===== src/rtl/kd_pkg.sv =====
package kd_pkg;
  parameter int unsigned KD_CODE_W = 5;
  parameter int unsigned KD_DEPTH  = 8;

  function automatic int unsigned kd_ptr_w(input int unsigned depth);
    return (depth > 1) ? $clog2(depth) : 1;
  endfunction
endpackage


===== src/rtl/kd_sample_ring.sv =====
module kd_sample_ring #(
  parameter int unsigned CODE_W = kd_pkg::KD_CODE_W,
  parameter int unsigned DEPTH  = kd_pkg::KD_DEPTH,
  localparam int unsigned PTR_W = kd_pkg::kd_ptr_w(DEPTH)
) (
  input  logic                      clk_i,
  input  logic                      rst_ni,
  input  logic [CODE_W-1:0]         code_i,
  output logic [DEPTH*CODE_W-1:0]   slots_o
);
  localparam logic [PTR_W-1:0] LAST = PTR_W'(DEPTH - 1);

  logic [PTR_W-1:0] ptr_q;

  always_ff @(posedge clk_i or negedge rst_ni) begin
    if (!rst_ni)            ptr_q <= '0;
    else if (ptr_q == LAST) ptr_q <= '0;
    else                    ptr_q <= ptr_q + 1'b1;
  end

  for (genvar g = 0; g < DEPTH; g++) begin : g_slot
    logic [CODE_W-1:0] slot_q;
    // distinct preset values keep the ring from matching right after reset
    always_ff @(posedge clk_i or negedge rst_ni) begin
      if (!rst_ni)                   slot_q <= CODE_W'(g);
      else if (ptr_q == PTR_W'(g))   slot_q <= code_i;
    end
    assign slots_o[g*CODE_W +: CODE_W] = slot_q;
  end
endmodule


===== src/rtl/kd_match.sv =====
module kd_match #(
  parameter int unsigned CODE_W = kd_pkg::KD_CODE_W,
  parameter int unsigned DEPTH  = kd_pkg::KD_DEPTH
) (
  input  logic [DEPTH*CODE_W-1:0] slots_i,
  output logic                    all_eq_o,
  output logic [CODE_W-1:0]       ref_o
);
  logic [DEPTH-1:0] eq;

  assign ref_o = slots_i[CODE_W-1:0];

  for (genvar g = 0; g < DEPTH; g++) begin : g_cmp
    assign eq[g] = (slots_i[g*CODE_W +: CODE_W] == ref_o);
  end

  assign all_eq_o = &eq;
endmodule


===== src/rtl/kd_out_stage.sv =====
module kd_out_stage #(
  parameter int unsigned CODE_W = kd_pkg::KD_CODE_W,
  localparam logic [CODE_W-1:0] IDLE = {CODE_W{1'b1}}
) (
  input  logic              clk_i,
  input  logic              rst_ni,
  input  logic              all_eq_i,
  input  logic [CODE_W-1:0] ref_i,
  output logic [CODE_W-1:0] stable_o,
  output logic              start_no,
  output logic              valid_o
);
  logic [CODE_W-1:0] stable_q;
  logic              start_nq;
  logic              valid_q;

  always_ff @(posedge clk_i or negedge rst_ni) begin
    if (!rst_ni) begin
      stable_q <= IDLE;
      start_nq <= 1'b1;
      valid_q  <= 1'b0;
    end else begin
      valid_q <= 1'b0;
      if (all_eq_i) begin
        stable_q <= ref_i;
        start_nq <= 1'b0;
        valid_q  <= (ref_i != stable_q) && (ref_i != IDLE);
      end
    end
  end

  assign stable_o = stable_q;
  assign start_no = start_nq;
  assign valid_o  = valid_q;
endmodule


===== src/rtl/keypad_debounce.sv =====
module keypad_debounce #(
  parameter int unsigned CODE_W = kd_pkg::KD_CODE_W,
  parameter int unsigned DEPTH  = kd_pkg::KD_DEPTH
) (
  input  logic              clk_i,
  input  logic              rst_ni,
  input  logic [CODE_W-1:0] raw_code_i,
  output logic [CODE_W-1:0] stable_code_o,
  output logic              start_no,
  output logic              key_valid_o
);
  logic [DEPTH*CODE_W-1:0] slots;
  logic                    all_eq;
  logic [CODE_W-1:0]       ref_code;

  kd_sample_ring #(.CODE_W(CODE_W), .DEPTH(DEPTH)) u_ring (
    .clk_i   (clk_i),
    .rst_ni  (rst_ni),
    .code_i  (raw_code_i),
    .slots_o (slots)
  );

  kd_match #(.CODE_W(CODE_W), .DEPTH(DEPTH)) u_match (
    .slots_i  (slots),
    .all_eq_o (all_eq),
    .ref_o    (ref_code)
  );

  kd_out_stage #(.CODE_W(CODE_W)) u_out (
    .clk_i    (clk_i),
    .rst_ni   (rst_ni),
    .all_eq_i (all_eq),
    .ref_i    (ref_code),
    .stable_o (stable_code_o),
    .start_no (start_no),
    .valid_o  (key_valid_o)
  );
endmodule


===== config.mk =====
export PLATFORM = sky130hd
export DESIGN_NAME = keypad_debounce
export DESIGN_NICKNAME = d
export VERILOG_FILES = /design/src/rtl/kd_pkg.sv /design/src/rtl/kd_sample_ring.sv /design/src/rtl/kd_match.sv /design/src/rtl/kd_out_stage.sv /design/src/rtl/keypad_debounce.sv
export SDC_FILE = /design/constraint.sdc
export NUM_CORES = 1
export LEC_CHECK = 0
export BUFFER_PORTS_ARGS = -buffer_cell sky130_fd_sc_hd__buf_2
export CORE_AREA = 2 2 91 93
export CTS_CLUSTER_SIZE = 12
export DETAILED_ROUTE_END_ITERATION = 10
export DIE_AREA = 0 0 93 95
export RECOVER_POWER = 50
export SYNTH_ARGS = -nofsm -noshare
export SYNTH_HDL_FRONTEND = slang
export SYNTH_SLANG_ARGS = --single-unit

===== constraint.sdc =====
create_clock -name clk_i -period 5.04 [get_ports clk_i]
set_input_delay 0.252 -clock clk_i [delete_from_list [all_inputs] [get_ports clk_i]]
set_output_delay 0.252 -clock clk_i [all_outputs]
set_load 0.02 [all_outputs]

==> results.cfg, run 1 <==
[synthesis]
ys_seq_area_share_pct = 55.1
synthesis.nets = 179
synth_cell_type_count = 30
yosysWarnings = 0
synth_area_um2 = 2310
synthCells = 166
ys_ff_latch = 50
avgSynthCellArea_um2 = 13.9

[worst_setup_path]
crit_arrival_ps = 2220
path_cells = buf_2 -> clkbuf_1
endpoint_kind = asynchronous set/reset pin
critPathKind = input pin to asynchronous set/reset pin
crit_path_end = u_ring.g_slot[4].slot_q[0]$_DFFE_PN0N_
critPathMaxFanout = 50
reg2reg_from = u_ring.g_slot[0].slot_q[3]$_DFFE_PN0N_
reg2reg_to = u_out.stable_o[4]$_DFFE_PN1P_
worstSetupPathDepth = 2
cp_slowest_cell = clkbuf_1
reg2reg_depth = 5
max_stage_delay_ps = 1880
worst-r2r-setup-slack_ps = 2680
cp.required_ps = 4890
critPathLaunch = rst_ni
path_buf_inv = 2
path_delay_family = buffers and inverters
worst_setup_path_start_kind = input pin

[global_route]
grt_pass1_wl_um = 7340
grt_use_total_pct = 11.2
antenna_found_initial = 0
grt-ovfl-total = 0
grt_max_degree = 51
grt_pass1_vias = 1355

[status]
run_status = finished with violations
violations = capacitance limit, slew limit

[die]
initial_core_util_pct = 29.2
die_w_um = 93
die_y_um = 95
io_pins = 14
core_area_um2 = 7930
dieArea_um2 = 8840
num_rows = 33

[clock_tree]
cts_buffers = 5
clkTransAtPathRegs_ps = 90
holdBufCountCts = 0
cts_htree_levels = 2
post_cts_buffers = 0
cts_sinks = 50
root_buffer = clkbuf_8
ctsResizeCount = 0
clockBufferDepth = 2
clock_latency_ps = 300
cts_tree = yes

[cells_and_area]
drive_above_1_share_pct = 47.3
n_antenna_cell = 0
layout_common_cells = mux2_2 (40), dfrtp_1 (32), dfstp_2 (18), buf_2 (12)
nNetsFinal = 194
final_common_cell = mux2_2
final_cells = 287
synthToLayoutAreaGrowth_pct = 10.5
fillers = 830

[sta]
drv_slew = 51
finalSetupViolCount = 0
period_needed_ps = 2380
clock_skew_ps = 7.46
fin_crit_sh_pct = 47.2
fmax_ghz = 0.421
worst_pin_slew_ps = 2660
hold_violations = 0
maxSlewHeadroom_pct = -77.0
setup-tns-final_ps = 0
grt_setup_unrepaired = no

[route]
wl_per_cell_um = 14.7
wirelength_um = 4220
dr.pass1.iters = 4
dr.first_iter.drc_count = 49
num_vias = 1304
antenna_left = 0
drc = 0
viasPerCell = 4.54

[job]
max_cap_viol_count = 1

[power_and_ir_drop]
powerDensity_nw_per_um2 = 279
p_leak_nw = 1.04
vdd_drop_max_mv = 0.0885

[placed_design]
dp_hpwl_um = 3000
placed_cells = 279
io_buffers = 13
gp_congestion = 0.749

[min_path]
hold_class = input pin to flip-flop
==> Yosys cell counts, drive strengths merged <==
cell type	n	area, µm²
a22oi	2	15.0
a31oi	1	6.26
and2b	1	8.76
and4	1	8.76
buf	4	38.8
clkbuf	2	7.51
dfrtp	32	801
dfstp	18	473
ha	6	75.1
inv	5	18.8
mux2	45	526
mux2i	3	30.0
nand2	6	22.5
nand3	5	25.0
nand4	7	43.8
nor2	2	7.51
nor2b	3	18.8
nor3	1	5.00
nor4	2	27.5
o2111ai	1	8.76
o21ai	2	10.0
o311a	1	11.3
or3	4	26.3
or4	5	37.5
xnor2	7	61.3
==> sequential cells by signal (all words and copies together), names as in the netlist <==
name                  flops
u_ring.g_slot.slot_q     40
u_out.stable_o            5
u_out.start_no            1
u_out.valid_o             1
u_ring.ptr_q              3
==> routing by layer <==
metal	up-vias	global-route usage [%]	routed length, µm
met3	4	3.51	148
li1	630	-	-
met2	20	17.3	1970
met1	650	15.0	2060
met4	0	3.68	42
met5	-	0	0
==> cell type report <==
class,count,area [µm²],area share (%)
clock buffer,7,86.3,3.38
tap,105,131,5.14
timing repair buffer,14,67.6,2.64
inverter,5,18.8,0.734
multi-input combinational,105,975,38.1
sequential,50,1270,49.8
clock inverter,1,5.00,0.196
==> worst min path at each step <==
stage | slack [ps] | from | cells past startpoint | end
detailed placement | 400 | rst_ni | 2 | u_ring.g_slot[7].slot_q[4]$_DFFE_PN0P_
global placement | 400 | rst_ni | 2 | u_ring.g_slot[7].slot_q[4]$_DFFE_PN0P_
global route | 300 | raw_code_i[0] | 2 | u_ring.g_slot[4].slot_q[0]$_DFFE_PN0N_
CTS | 60 | rst_ni | 2 | u_ring.g_slot[7].slot_q[4]$_DFFE_PN0P_
finish | 290 | raw_code_i[0] | 2 | u_ring.g_slot[2].slot_q[0]$_DFFE_PN0N_
floorplan | -40 | rst_ni | 0 | u_out.valid_o$_DFF_PN0_
==> where the power goes <==
part	leakage [nW]	internal, mW	switching (mW)
Combinational	0.423	0.0198	0.0194
Clock	0.0482	0.111	0.127
Sequential	0.566	0.422	0.0152
Total	1.04	0.552	0.162
==> kinds of logic after synthesis <==
family / Yosys count / share of synthesized area, %
flops: 50 / 55.1
simple gates: 37 / 10.0
compound gates: 7 / 2.22
buf+inv: 11 / 2.81
xor+xnor: 7 / 2.65
mux: 48 / 24.0
fa+ha+maj: 6 / 3.24
==> through the flow <==
step | cell area (µm²) | hold slack, ps | power [mW] | worst slack, ps | utilization [%]
detailed placement | 2470 | 400 | 0.485 | 2650 | 31.2
finish | 2560 | 287 | 0.714 | 2660 | 32.3
CTS | 2560 | 64.0 | 0.726 | 2640 | 32.3
floorplan | 2310 | -43.6 | 0.466 | 2840 | -
global placement | 2470 | 402 | 0.484 | 2680 | 31.2
global route | 2560 | 298 | 0.750 | 2090 | 32.3
Power figures use the tool's default switching activity.
==> run 2, diff against run 1 <==
Clock period 5.04 ns to 2.44 ns, I/O delays scaled along.
==> run 2 against run 1 <==
Against the previous run:
- the flow finishes with violations (hold timing)
- via count up 4.9%
- sequential share of layout area down 1.2 points
- critical path depth up 4
- clock power up 110%
- die area unchanged
- clock skew down 4.5 ps
- highest routed layer unchanged
==> results.cfg, run 2 (same netlist as run 1, synthesis figures left out) <==
[cells_and_area]
n_antenna_cell = 0
largest_register_ffs = 40
layout_common_cells = mux2_2 (40), dfrtp_1 (32), dfstp_2 (18), buf_2 (12), buf_4 (8)
nNetsFinal = 203
final_cells = 296
fillers = 826
drive_above_1_share_pct = 48.7
regMostFlops = u_ring.g_slot.slot_q
design_area_um2 = 2620
final_common_cell = mux2_2
fin_util_pct = 33.0
synthToLayoutAreaGrowth_pct = 13.3

[worst_setup_path]
endpoint_kind = flip-flop
reg2reg_from = u_ring.g_slot[0].slot_q[3]$_DFFE_PN0N_
worst-r2r-setup-slack_ps = 300
crit_arrival_ps = 2370
critPathMaxFanout = 7
reg2reg_depth = 6
cp.required_ps = 2670
worst_setup_path_start_kind = flip-flop
critPathKind = flip-flop to flip-flop
critPathLaunch = u_ring.g_slot[0].slot_q[3]$_DFFE_PN0N_
reg2reg_to = u_out.stable_o[3]$_DFFE_PN1P_

[power_and_ir_drop]
vdd_drop_max_mv = 0.190
power_frac_seq_pct = 60.3
p_sw_uw = 335
powerDensity_nw_per_um2 = 567
swShare_pct = 22.6
p_leak_nw = 1.08
total_power_mw = 1.48
internal_power_mw = 1.15
p_clk_share_pct = 33.2
comb_power_share_pct = 6.5

[clock_tree]
cts_tree = yes
clkTransAtPathRegs_ps = 90
clockBufferDepth = 2
cts_htree_levels = 2
cts_buffers = 5
clock_latency_ps = 300
holdBufCountCts = 0
post_cts_buffers = 0
root_buffer = clkbuf_8
cts_sinks = 50
ctsResizeCount = 0

[placed_design]
io_buffers = 13
pre_cts_ws_ps = 301
postPlaceCellArea_um2 = 2540
gp_congestion = 0.704
placed_cells = 288
dp_hpwl_um = 3130

[route]
drc = 0
viasPerCell = 4.62
wirelength_um = 4360
wl_per_cell_um = 14.7
dr.first_iter.drc_count = 49
antenna_left = 0
dr.pass1.iters = 4
num_vias = 1368

[sta]
maxSlewHeadroom_pct = 34.4
period_needed_ps = 2140
setup-tns-final_ps = 0
whs_ps = -32.2
drv_slew = 0
finalSetupViolCount = 0
clock_skew_ps = 2.94
fin_ws_ps = 298
hold_violations = 32
fin_crit_sh_pct = 87.8
fmax_ghz = 0.467
grt_setup_unrepaired = no
worst_pin_slew_ps = 985

[die]
dieArea_um2 = 8840
core_area_um2 = 7930
die_y_um = 95
num_rows = 33
io_pins = 14
die_w_um = 93
initial_core_util_pct = 29.2

[global_route]
grt_max_degree = 45
grt-ovfl-total = 0
antenna_found_initial = 0
grt_pass1_wl_um = 7550
grt_use_total_pct = 11.3
grt_pass1_vias = 1424

[min_path]
hold_class = input pin to asynchronous set/reset pin

[job]
max_cap_viol_count = 0

[status]
run_status = finished with violations
violations = hold timing
run 2: critical path, stage by stage (launching register included):
cell       delay [ps]
dfrtp_1           440
or4_1             530
mux2i_1           140
o2111ai_1         180
nor4_4            270
buf_4             210
mux2_4            310
run 2: metal layers:
metal  GRT usage, %  wire (µm)
met1           15.7       2200
met5              0          0
met2           17.6       1990
met4           2.94         43
met3           2.71        129
run 2: worst max path at each step:
stage	endpoint	cells after the start	slack [ps]
final	u_out.stable_o[3]$_DFFE_PN1P_	6	300
after global routing	u_out.stable_o[2]$_DFFE_PN1P_	6	130
after CTS	u_out.stable_o[3]$_DFFE_PN1P_	6	280
after detailed placement	u_out.stable_o[3]$_DFFE_PN1P_	6	300
after global placement	u_out.stable_o[1]$_DFFE_PN1P_	6	330
after floorplan	u_out.stable_o[0]$_DFFE_PN1P_	6	240
run 2: layout make-up:
type | instances | area [µm²] | share of cell area, %
clock buffers | 8 | 90.1 | 3.44
inverters | 5 | 18.8 | 0.716
multi-input cells | 105 | 975 | 37.2
flip-flops and latches | 50 | 1270 | 48.6
well taps | 105 | 131 | 5.01
repair buffers | 23 | 131 | 5.01
run 2: power by group through the flow:
stage,clock network (mW),registers [mW],logic [mW]
after floorplan,0,0.901,0.0612
after global placement,0,0.908,0.0979
after detailed placement,0,0.910,0.100
after CTS,0.509,0.895,0.100
after global routing,0.549,0.900,0.110
final,0.493,0.895,0.0960
==> run 3, diff against run 2 <==
Clock period 2.44 ns to 2.62 ns, I/O delays scaled along.
==> run 3 against run 2 <==
Against the previous run:
- global-route usage shrank 0.61 points
- setup slack better by 98 ps
- critical path type unchanged
- register-to-register slack gained 98 ps
- the flow now finishes without violations
- cell count down 1.4%
- highest routed layer unchanged
==> results.cfg, run 3 (same netlist as run 1, synthesis figures left out) <==
[sta]
worst_pin_slew_ps = 1180
drv_slew = 0
maxSlewHeadroom_pct = 21.1
clock_skew_ps = 9.43
period_needed_ps = 2220
setup-tns-final_ps = 0
hold_violations = 0
finalSetupViolCount = 0
fmax_ghz = 0.450
grt_setup_unrepaired = no
fin_crit_sh_pct = 84.9

[route]
dr.pass1.iters = 4
antenna_left = 0
viasPerCell = 4.59
num_vias = 1341
wl_per_cell_um = 15.0
drc = 0
wirelength_um = 4380
dr.first_iter.drc_count = 63

[power_and_ir_drop]
p_clk_share_pct = 34.2
total_power_mw = 1.40
p_sw_uw = 329
power_frac_seq_pct = 59.8
comb_power_share_pct = 6.0
p_leak_nw = 1.06
powerDensity_nw_per_um2 = 538
vdd_drop_max_mv = 0.222
swShare_pct = 23.5
internal_power_mw = 1.07

[cells_and_area]
largest_register_ffs = 40
layout_common_cells = mux2_2 (40), dfrtp_1 (32), dfstp_2 (18), buf_2 (11)
regMostFlops = u_ring.g_slot.slot_q
final_common_cell = mux2_2
synthToLayoutAreaGrowth_pct = 12.4
nNetsFinal = 199
design_area_um2 = 2600
drive_above_1_share_pct = 47.6
n_antenna_cell = 0
final_cells = 292

[die]
die_w_um = 93
die_y_um = 95
core_area_um2 = 7930
io_pins = 14
dieArea_um2 = 8840
initial_core_util_pct = 29.2
num_rows = 33

[worst_setup_path]
reg2reg_depth = 6
cp.required_ps = 2850
worst_setup_path_start_kind = flip-flop
reg2reg_to = u_out.stable_o[3]$_DFFE_PN1P_
reg2reg_from = u_ring.g_slot[0].slot_q[2]$_DFFE_PN0N_
crit_arrival_ps = 2450
endpoint_kind = flip-flop
critPathKind = flip-flop to flip-flop
critPathMaxFanout = 9
worst-r2r-setup-slack_ps = 400

[min_path]
min_to = u_ring.g_slot[6].slot_q[1]$_DFFE_PN1N_
holdPathStages = 2
hold_class = input pin to flip-flop
worstHoldStart = raw_code_i[1]

[clock_tree]
clockBufferDepth = 2
clkTransAtPathRegs_ps = 100
cts_buffers = 5
clock_latency_ps = 300
ctsResizeCount = 0
cts_htree_levels = 2
cts_sinks = 50
post_cts_buffers = 0
holdBufCountCts = 1
cts_tree = yes
root_buffer = clkbuf_8

[global_route]
antenna_found_initial = 0
grt_pass1_vias = 1397
grt_use_total_pct = 10.6
grt_pass1_wl_um = 7130
grt_max_degree = 22
grt-ovfl-total = 0

[placed_design]
gp_congestion = 0.780
dp_hpwl_um = 3150
placed_cells = 283
postPlaceCellArea_um2 = 2500
io_buffers = 13

[status]
run_status = finished, final reports clean

[job]
max_cap_viol_count = 0
[run 3: cell count changes in the layout (fill, tap and decap cells not counted), sizes merged]
cell / previous run / this run
dlygate4sd3: 0 / 1
clkbuf: 11 / 10
buf: 20 / 14
inv: 5 / 6
clkinvlp: 0 / 1
[run 3: critical path: stages, from the launching register on]
cell	delay [ps]
dfrtp_1	490
or4_1	520
mux2i_1	160
o2111ai_1	190
nor4_4	280
buf_4	210
mux2_4	310
[run 3: layer usage]
layer	GRT usage, %	vias to the layer above	share of wire [%]
met2	17.6	18	47
met1	13.8	667	48
met5	0	-	0
li1	-	649	-
met3	3.03	7	3.7
met4	2.57	0	0.91
[run 3: cell type report]
type	instances	area, µm²
multi-input cells	105	975
clock buffers	6	82.6
clock inverters	2	16.3
fillers	796	5330
inverters	5	18.8
flip-flops and latches	50	1270
repair buffers	19	103
well taps	105	131
[run 3: stage by stage]
step                      worst slack (ps)  hold WS (ps)  utilization (%)
final                                  396           162             32.8
after global routing                   284           163             32.8
after CTS                              390           159             32.9
after detailed placement               409           126             31.5
after global placement                 456           116             31.5
after floorplan                        421          -165                -
[run 3: how the worst max path moves through the flow]
stage | startpoint | end | slack (ps) | cells past startpoint
CTS | u_ring.g_slot[0].slot_q[2]$_DFFE_PN0N_ | u_out.stable_o[3]$_DFFE_PN1P_ | 390 | 6
detailed placement | u_ring.g_slot[0].slot_q[2]$_DFFE_PN0N_ | u_out.stable_o[3]$_DFFE_PN1P_ | 410 | 6
floorplan | u_ring.g_slot[0].slot_q[3]$_DFFE_PN0N_ | u_out.stable_o[0]$_DFFE_PN1P_ | 420 | 6
global placement | u_ring.g_slot[0].slot_q[3]$_DFFE_PN0N_ | u_out.stable_o[0]$_DFFE_PN1P_ | 460 | 6
finish | u_ring.g_slot[0].slot_q[2]$_DFFE_PN0N_ | u_out.stable_o[3]$_DFFE_PN1P_ | 400 | 6
global route | rst_ni | u_ring.g_slot[3].slot_q[3]$_DFFE_PN0N_ | 280 | 3
[run 3: power by group through the flow]
stage,logic (mW),registers (mW),clock network (mW)
after global placement,0.0841,0.850,0
after floorplan,0.0570,0.839,0
after CTS,0.0874,0.837,0.495
final,0.0837,0.837,0.478
after global routing,0.0950,0.843,0.522
after detailed placement,0.0861,0.851,0
